<file path="config.mk">
export PLATFORM = sky130hd
export DESIGN_NAME = ipi_cmd_unit
export DESIGN_NICKNAME = d
export VERILOG_FILES = /design/src/rtl/ipi_pkg.sv /design/src/rtl/ipi_regs.sv /design/src/rtl/ipi_dest_resolve.sv /design/src/rtl/ipi_launch.sv /design/src/rtl/ipi_cmd_unit.sv
export SDC_FILE = /design/constraint.sdc
export NUM_CORES = 1
export LEC_CHECK = 0
export ABC_CLOCK_PERIOD_IN_PS = 4900
export BUFFER_PORTS_ARGS = -buffer_cell sky130_fd_sc_hd__buf_2
export CORE_UTILIZATION = 47
export DETAILED_ROUTE_END_ITERATION = 7
export PLACE_DENSITY = 0.85
export REMOVE_ABC_BUFFERS = 1
export SLEW_MARGIN = 10
export SYNTH_ARGS = -nofsm -noshare
export SYNTH_HDL_FRONTEND = slang
export SYNTH_SLANG_ARGS = --single-unit
</file>
<file path="constraint.sdc">
create_clock -name clk -period 4.9 [get_ports clk]
set_clock_uncertainty 0.05 [all_clocks]
set_input_delay 0.49 -clock clk [delete_from_list [all_inputs] [get_ports clk]]
set_output_delay 0.49 -clock clk [all_outputs]
set_load 0.03 [all_outputs]
</file>
<file path="src/rtl/ipi_pkg.sv">
package ipi_pkg;

  typedef enum logic [1:0] {
    SH_FIELD  = 2'b00,
    SH_SELF   = 2'b01,
    SH_ALL    = 2'b10,
    SH_OTHERS = 2'b11
  } shorthand_e;

  typedef enum logic [1:0] {
    RR_INVALID = 2'b00,
    RR_PENDING = 2'b01,
    RR_VALID   = 2'b10,
    RR_RSVD    = 2'b11
  } rrstat_e;

  localparam logic [2:0] DM_REMOTE_READ = 3'b011;

  typedef struct packed {
    shorthand_e sh;
    logic       trig;
    logic       lvl;
    logic [2:0] mode;
    logic [7:0] vec;
  } lo_cmd_t;

endpackage

</file>
<file path="src/rtl/ipi_regs.sv">
module ipi_regs #(
  parameter int ID_W = 8
) (
  input  logic                clk,
  input  logic                rst_n,
  input  logic                lo_accept,
  input  logic                hi_we,
  input  ipi_pkg::lo_cmd_t    lo_in,
  input  logic [ID_W-1:0]     hi_in,
  output ipi_pkg::lo_cmd_t    lo_q,
  output logic [ID_W-1:0]     hi_q
);
  ipi_pkg::lo_cmd_t lo_d;
  logic [ID_W-1:0]  hi_d;

  always_comb begin
    lo_d = lo_q;
    hi_d = hi_q;
    if (lo_accept) lo_d = lo_in;
    if (hi_we)     hi_d = hi_in;
  end

  always_ff @(posedge clk or negedge rst_n) begin
    if (!rst_n) begin
      lo_q <= '0;
      hi_q <= '0;
    end else begin
      lo_q <= lo_d;
      hi_q <= hi_d;
    end
  end
endmodule

</file>
<file path="src/rtl/ipi_dest_resolve.sv">
module ipi_dest_resolve #(
  parameter int ID_W = 8
) (
  input  ipi_pkg::shorthand_e sh,
  input  logic [ID_W-1:0]     hi_id,
  input  logic [ID_W-1:0]     local_id,
  output logic [ID_W-1:0]     dest,
  output logic                bcast,
  output logic                incl_self
);
  always_comb begin
    dest      = hi_id;
    bcast     = 1'b0;
    incl_self = 1'b1;
    unique case (sh)
      ipi_pkg::SH_FIELD: dest = hi_id;
      ipi_pkg::SH_SELF:  dest = local_id;
      ipi_pkg::SH_ALL: begin
        dest  = '1;
        bcast = 1'b1;
      end
      ipi_pkg::SH_OTHERS: begin
        dest      = '1;
        bcast     = 1'b1;
        incl_self = 1'b0;
      end
      default: dest = hi_id;
    endcase
  end
endmodule

</file>
<file path="src/rtl/ipi_launch.sv">
module ipi_launch #(
  parameter int ID_W = 8
) (
  input  logic              clk,
  input  logic              rst_n,
  input  logic              launch,
  input  logic [2:0]        mode_in,
  input  logic [ID_W-1:0]   dest_in,
  input  logic              bcast_in,
  input  logic              incl_in,
  input  logic              ready,
  output logic              busy,
  output ipi_pkg::rrstat_e  rr,
  output logic [ID_W-1:0]   dest,
  output logic              bcast,
  output logic              incl
);
  logic              busy_d;
  ipi_pkg::rrstat_e  rr_d;
  logic              tgt_en;
  logic              done;

  assign done   = busy && ready;
  assign tgt_en = launch;

  always_comb begin
    busy_d = busy;
    rr_d   = rr;
    if (launch) begin
      busy_d = 1'b1;
      rr_d   = (mode_in == ipi_pkg::DM_REMOTE_READ) ? ipi_pkg::RR_PENDING
                                                     : ipi_pkg::RR_INVALID;
    end else if (done) begin
      busy_d = 1'b0;
      if (rr == ipi_pkg::RR_PENDING) rr_d = ipi_pkg::RR_VALID;
    end
  end

  always_ff @(posedge clk or negedge rst_n) begin
    if (!rst_n) begin
      busy <= 1'b0;
      rr   <= ipi_pkg::RR_INVALID;
    end else begin
      busy <= busy_d;
      rr   <= rr_d;
    end
  end

  always_ff @(posedge clk or negedge rst_n) begin
    if (!rst_n) begin
      dest  <= '0;
      bcast <= 1'b0;
      incl  <= 1'b0;
    end else if (tgt_en) begin
      dest  <= dest_in;
      bcast <= bcast_in;
      incl  <= incl_in;
    end
  end
endmodule

</file>
<file path="src/rtl/ipi_cmd_unit.sv">
module ipi_cmd_unit #(
  parameter int          ADDR_W  = 12,
  parameter int          DATA_W  = 32,
  parameter int          ID_W    = 8,
  parameter logic [11:0] LO_ADDR = 12'h300,
  parameter logic [11:0] HI_ADDR = 12'h310
) (
  input  logic              clk,
  input  logic              rst_n,
  input  logic [ADDR_W-1:0] reg_addr,
  input  logic              reg_we,
  input  logic [DATA_W-1:0] reg_wdata,
  output logic [DATA_W-1:0] reg_rdata,
  input  logic [ID_W-1:0]   local_id,
  output logic              msg_valid,
  input  logic              msg_ready,
  output logic [ID_W-1:0]   msg_dest,
  output logic              msg_bcast,
  output logic              msg_incl_self,
  output logic [7:0]        msg_vector,
  output logic [2:0]        msg_mode,
  output logic              msg_level_assert,
  output logic              msg_trig_level
);
  localparam logic [ADDR_W-1:0] LO_A = ADDR_W'(LO_ADDR);
  localparam logic [ADDR_W-1:0] HI_A = ADDR_W'(HI_ADDR);

  ipi_pkg::lo_cmd_t  lo_in, lo_q;
  logic [ID_W-1:0]   hi_q;
  logic [ID_W-1:0]   res_dest;
  logic              res_bcast, res_incl;
  logic              busy, lo_hit, hi_hit, lo_accept;
  ipi_pkg::rrstat_e  rr;

  assign lo_hit    = reg_we && (reg_addr == LO_A);
  assign hi_hit    = reg_we && (reg_addr == HI_A);
  assign lo_accept = lo_hit && !busy;

  assign lo_in.sh   = ipi_pkg::shorthand_e'(reg_wdata[19:18]);
  assign lo_in.trig = reg_wdata[15];
  assign lo_in.lvl  = reg_wdata[14];
  assign lo_in.mode = reg_wdata[10:8];
  assign lo_in.vec  = reg_wdata[7:0];

  ipi_regs #(.ID_W(ID_W)) u_regs (
    .clk(clk), .rst_n(rst_n), .lo_accept(lo_accept), .hi_we(hi_hit),
    .lo_in(lo_in), .hi_in(reg_wdata[DATA_W-1 -: ID_W]),
    .lo_q(lo_q), .hi_q(hi_q)
  );

  ipi_dest_resolve #(.ID_W(ID_W)) u_res (
    .sh(lo_in.sh), .hi_id(hi_q), .local_id(local_id),
    .dest(res_dest), .bcast(res_bcast), .incl_self(res_incl)
  );

  ipi_launch #(.ID_W(ID_W)) u_launch (
    .clk(clk), .rst_n(rst_n), .launch(lo_accept), .mode_in(lo_in.mode),
    .dest_in(res_dest), .bcast_in(res_bcast), .incl_in(res_incl),
    .ready(msg_ready), .busy(busy), .rr(rr),
    .dest(msg_dest), .bcast(msg_bcast), .incl(msg_incl_self)
  );

  assign msg_valid        = busy;
  assign msg_vector       = lo_q.vec;
  assign msg_mode         = lo_q.mode;
  assign msg_level_assert = lo_q.lvl;
  assign msg_trig_level   = lo_q.trig;

  always_comb begin
    reg_rdata = '0;
    if (reg_addr == LO_A) begin
      reg_rdata[19:18] = lo_q.sh;
      reg_rdata[17:16] = rr;
      reg_rdata[15]    = lo_q.trig;
      reg_rdata[14]    = lo_q.lvl;
      reg_rdata[12]    = busy;
      reg_rdata[10:8]  = lo_q.mode;
      reg_rdata[7:0]   = lo_q.vec;
    end else if (reg_addr == HI_A) begin
      reg_rdata[DATA_W-1 -: ID_W] = hi_q;
    end
  end
endmodule

</file>
==> results.md <==
* IO Pins at 112
* Reg-to-Reg Start: u_launch.busy
* Tightest Pin Transition at 1.16 ns
* Worst-Skew Late Latency at 0.28 ns
* Worst-path clk slew at 0.06 ns
* Drt first pass iters at 4
* Routed vias at 1417
* Row cnt at 22
* Share of layout cells above drive strength 1 at 0.556
* Count of different cell masters after synthesis at 26
* DR iter-0 viols at 28
* Post-Layout Cell Count at 289
* DRC violations left at 0
* Synth Register Bits at 36
* Netlist Area Pre-Place at 1930 um2
* Delay of the slowest critical-path stage at 1.00 ns
* Setup WS post-layout at 1.76 ns
* Final setup TNS at 0 ns
* Die area at 4370 um2
* Number of synthesized flops with an enable pin at 0
* Register area share after synthesis at 0.467
* Vias in the first global route at 1382
* Gate power share at 0.083
* Critical path origin: reg_addr[1]
* Clk network pwr share at 0.375
* CTS max path bufs at 2
* Crit end category: output port
* Placed Cells at 281
* Status: complete, no violations
* Switching part of the total at 0.217
* Syn Area/Cell at 12.5 um2
* Startpoint types: input pin
* Hold Crit Class: in -> async
* Final Max Slew Viols at 0
* CTS Root Buffer Type: clkbuf_8
* GRT Residual Overflow at 0
* PD cells at 229 nW/um2
* Main combinational cell family by area after synthesis: multiplexers
* Post-synthesis adder-cell area fraction at 0
* Critical-path top delay cell: nor4_2
* CTS tree: done
* Synth Flop Type: dfrtp_1
* Setup repair bufs after CTS at 0
* # port buffers at 96
* Post-synth ARST share at 1.00
* Final hold viol count at 0
* Final nets at 296
* Drt total wl at 3.78 mm
* Core area at 3800 um2
* FF-to-FF setup slack at 2.86 ns
* Worst Path Class, Setup: in -> out
* CTS resizes at 0
* Die height at 66.1 um
* First-pass GRT wire length at 6.28 mm
* Post-DP HPWL at 2.76 mm
* Largest net degree at the start of global routing at 37
* Compound-gate portion of the synthesized area at 0.0460
* All-Layer GR Usage at 0.196
* Yosys Warn Count at 0
* Syn Inst Count at 155
* Share of power burned in registers at 0.542
* Area share of and/or/nand/nor cells after synthesis at 0.173
* Detail Route Antenna Nets at 0
* DR vias/cell at 4.90
* Min cycle time layout at 3.14 ns
* Worst path arrival time at 2.60 ns
* Tcrit/Tclk final at 0.640
* VDD IR max at 0.178 mV
* Initial antenna violation count at 0
* Routability cong. at 0.760
* RR Endpoint: u_launch.dest[6]
* Max frequency at 319 MHz
* Initial core utilization at 0.508
* Worst Reg-to-Reg Cells at 4
* Area growth, synth to finish at 24.9%
* Fill cell count at 314
* Final Cell Area at 2410 um2
* WL/cell at 13.1 um
* Xor and xnor area share after synthesis at 0
* DP Area at 2320 um2
* Cell chain of the critical path: buf_2 -> or4_4 -> nor4_2 -> and2_1 -> buf_2
* Final hold slack at 0.242 ns
* NetSw at 0.000120 W
* Cts-stage hold buffer count at 0
* Max-Cap Viols at 0
* Critical path required time at 4.36 ns
* Post-synthesis mux area share at 0.217
* Final setup fails at 0
* Number of CTS-inserted buffers at 5
* Max-slew headroom at 0.219
* Clock Sinks at 36
* P_leak at 1.43 nW
* Critical path's most frequent cell: buf_2
* Die W at 66.1 um
* RSZ-0062 raised after global routing: false
* ANT cells at 0
* Worst slack, placed at 1.70 ns
* Pint at 0.000432 W
* Critical-path maximum fanout at 18
* Setup crit end: reg_rdata[18]
* Htree depth at 2
kinds of logic (layout without fill, tap and decap cells):
group / count (synthesis) / after routing
flip-flops: 36 / 36
AO/OA/AOI/OAI: 11 / 11
other: 1 / 6
multiplexers: 34 / 34
buffers and inverters: 26 / 107
AND/OR/NAND/NOR: 47 / 47
sequential cells by signal, indices dropped and copies added, names as in the netlist:
signal / cells
u_regs.lo_q: 15
u_launch.busy: 1
u_launch.dest: 8
u_launch.incl: 1
u_regs.hi_q: 8
u_launch.bcast: 1
u_launch.rr: 2
Yosys cell counts, types with 2 or more instances:
master | number | area [um2]
a211o_1 | 8 | 70.1
and2_1 | 26 | 163
buf_4 | 17 | 128
buf_6 | 3 | 33.8
clkbuf_1 | 4 | 15.0
dfrtp_1 | 36 | 901
inv_1 | 2 | 7.51
mux2_1 | 7 | 78.8
mux2_2 | 16 | 180
mux2_4 | 10 | 150
nand2_1 | 3 | 11.3
nor2b_1 | 8 | 50.1
nor4_4 | 2 | 42.5
cell type report:
| class | instances | area (um2) | share of cell area |
|---|---|---|---|
| repair buffers | 97 | 488 | 0.202 |
| flip-flops and latches | 36 | 901 | 0.374 |
| clock buffers | 8 | 90.1 | 0.0374 |
| multi-input cells | 98 | 865 | 0.359 |
| inverters | 2 | 7.51 | 0.00311 |
| well taps | 48 | 60.1 | 0.0249 |
stage by stage:
step / utilization / total power (W)
floorplan: - / 0.000322
global placement: 0.611 / 0.000350
detailed placement: 0.611 / 0.000351
CTS: 0.635 / 0.000563
global route: 0.635 / 0.000587
finish: 0.635 / 0.000553
power by group through the flow:
stage               combinational (W)  clock, W  sequential (W)
finish                      0.0000461  0.000207        0.000299
global route                0.0000518  0.000236        0.000299
CTS                         0.0000469  0.000216        0.000299
detailed placement          0.0000467         0        0.000305
global placement            0.0000457         0        0.000305
floorplan                   0.0000155         0        0.000307
placed cells by master, fill, tap and decap left out, drive strengths merged, types with 2 or more instances in the layout:
| master | n |
|---|---|
| buf | 97 |
| dfrtp | 36 |
| mux2 | 33 |
| and2 | 26 |
| nor2b | 8 |
| a211o | 8 |
| clkbuf | 8 |
| conb | 6 |
| nor4 | 4 |
| nand2 | 3 |
| inv | 2 |
worst max-delay path, delay by kind of cell:
family | cells | cell delay [ns]
buffers and inverters | 2 | 0.29
and+or+nand+nor | 3 | 1.81
routing by layer:
metal,share of wire,global-route usage
met1,0.42,0.216
met2,0.46,0.337
met3,0.10,0.0828
met4,0.013,0.0638
met5,0,0
worst min-delay path by stage:
stage | startpoint | cells past startpoint | endpoint | slack, ns
after floorplan | rst_n | 0 | u_launch.bcast | 0.14
after global placement | u_regs.lo_q[14] | 1 | u_regs.lo_q[14] | 0.41
after detailed placement | u_regs.lo_q[14] | 1 | u_regs.lo_q[14] | 0.42
after CTS | rst_n | 1 | u_regs.lo_q[14] | 0.27
after global routing | rst_n | 1 | u_regs.lo_q[9] | 0.31
final | rst_n | 1 | u_regs.lo_q[9] | 0.24
Note: power is estimated with default switching activity, not from simulation.
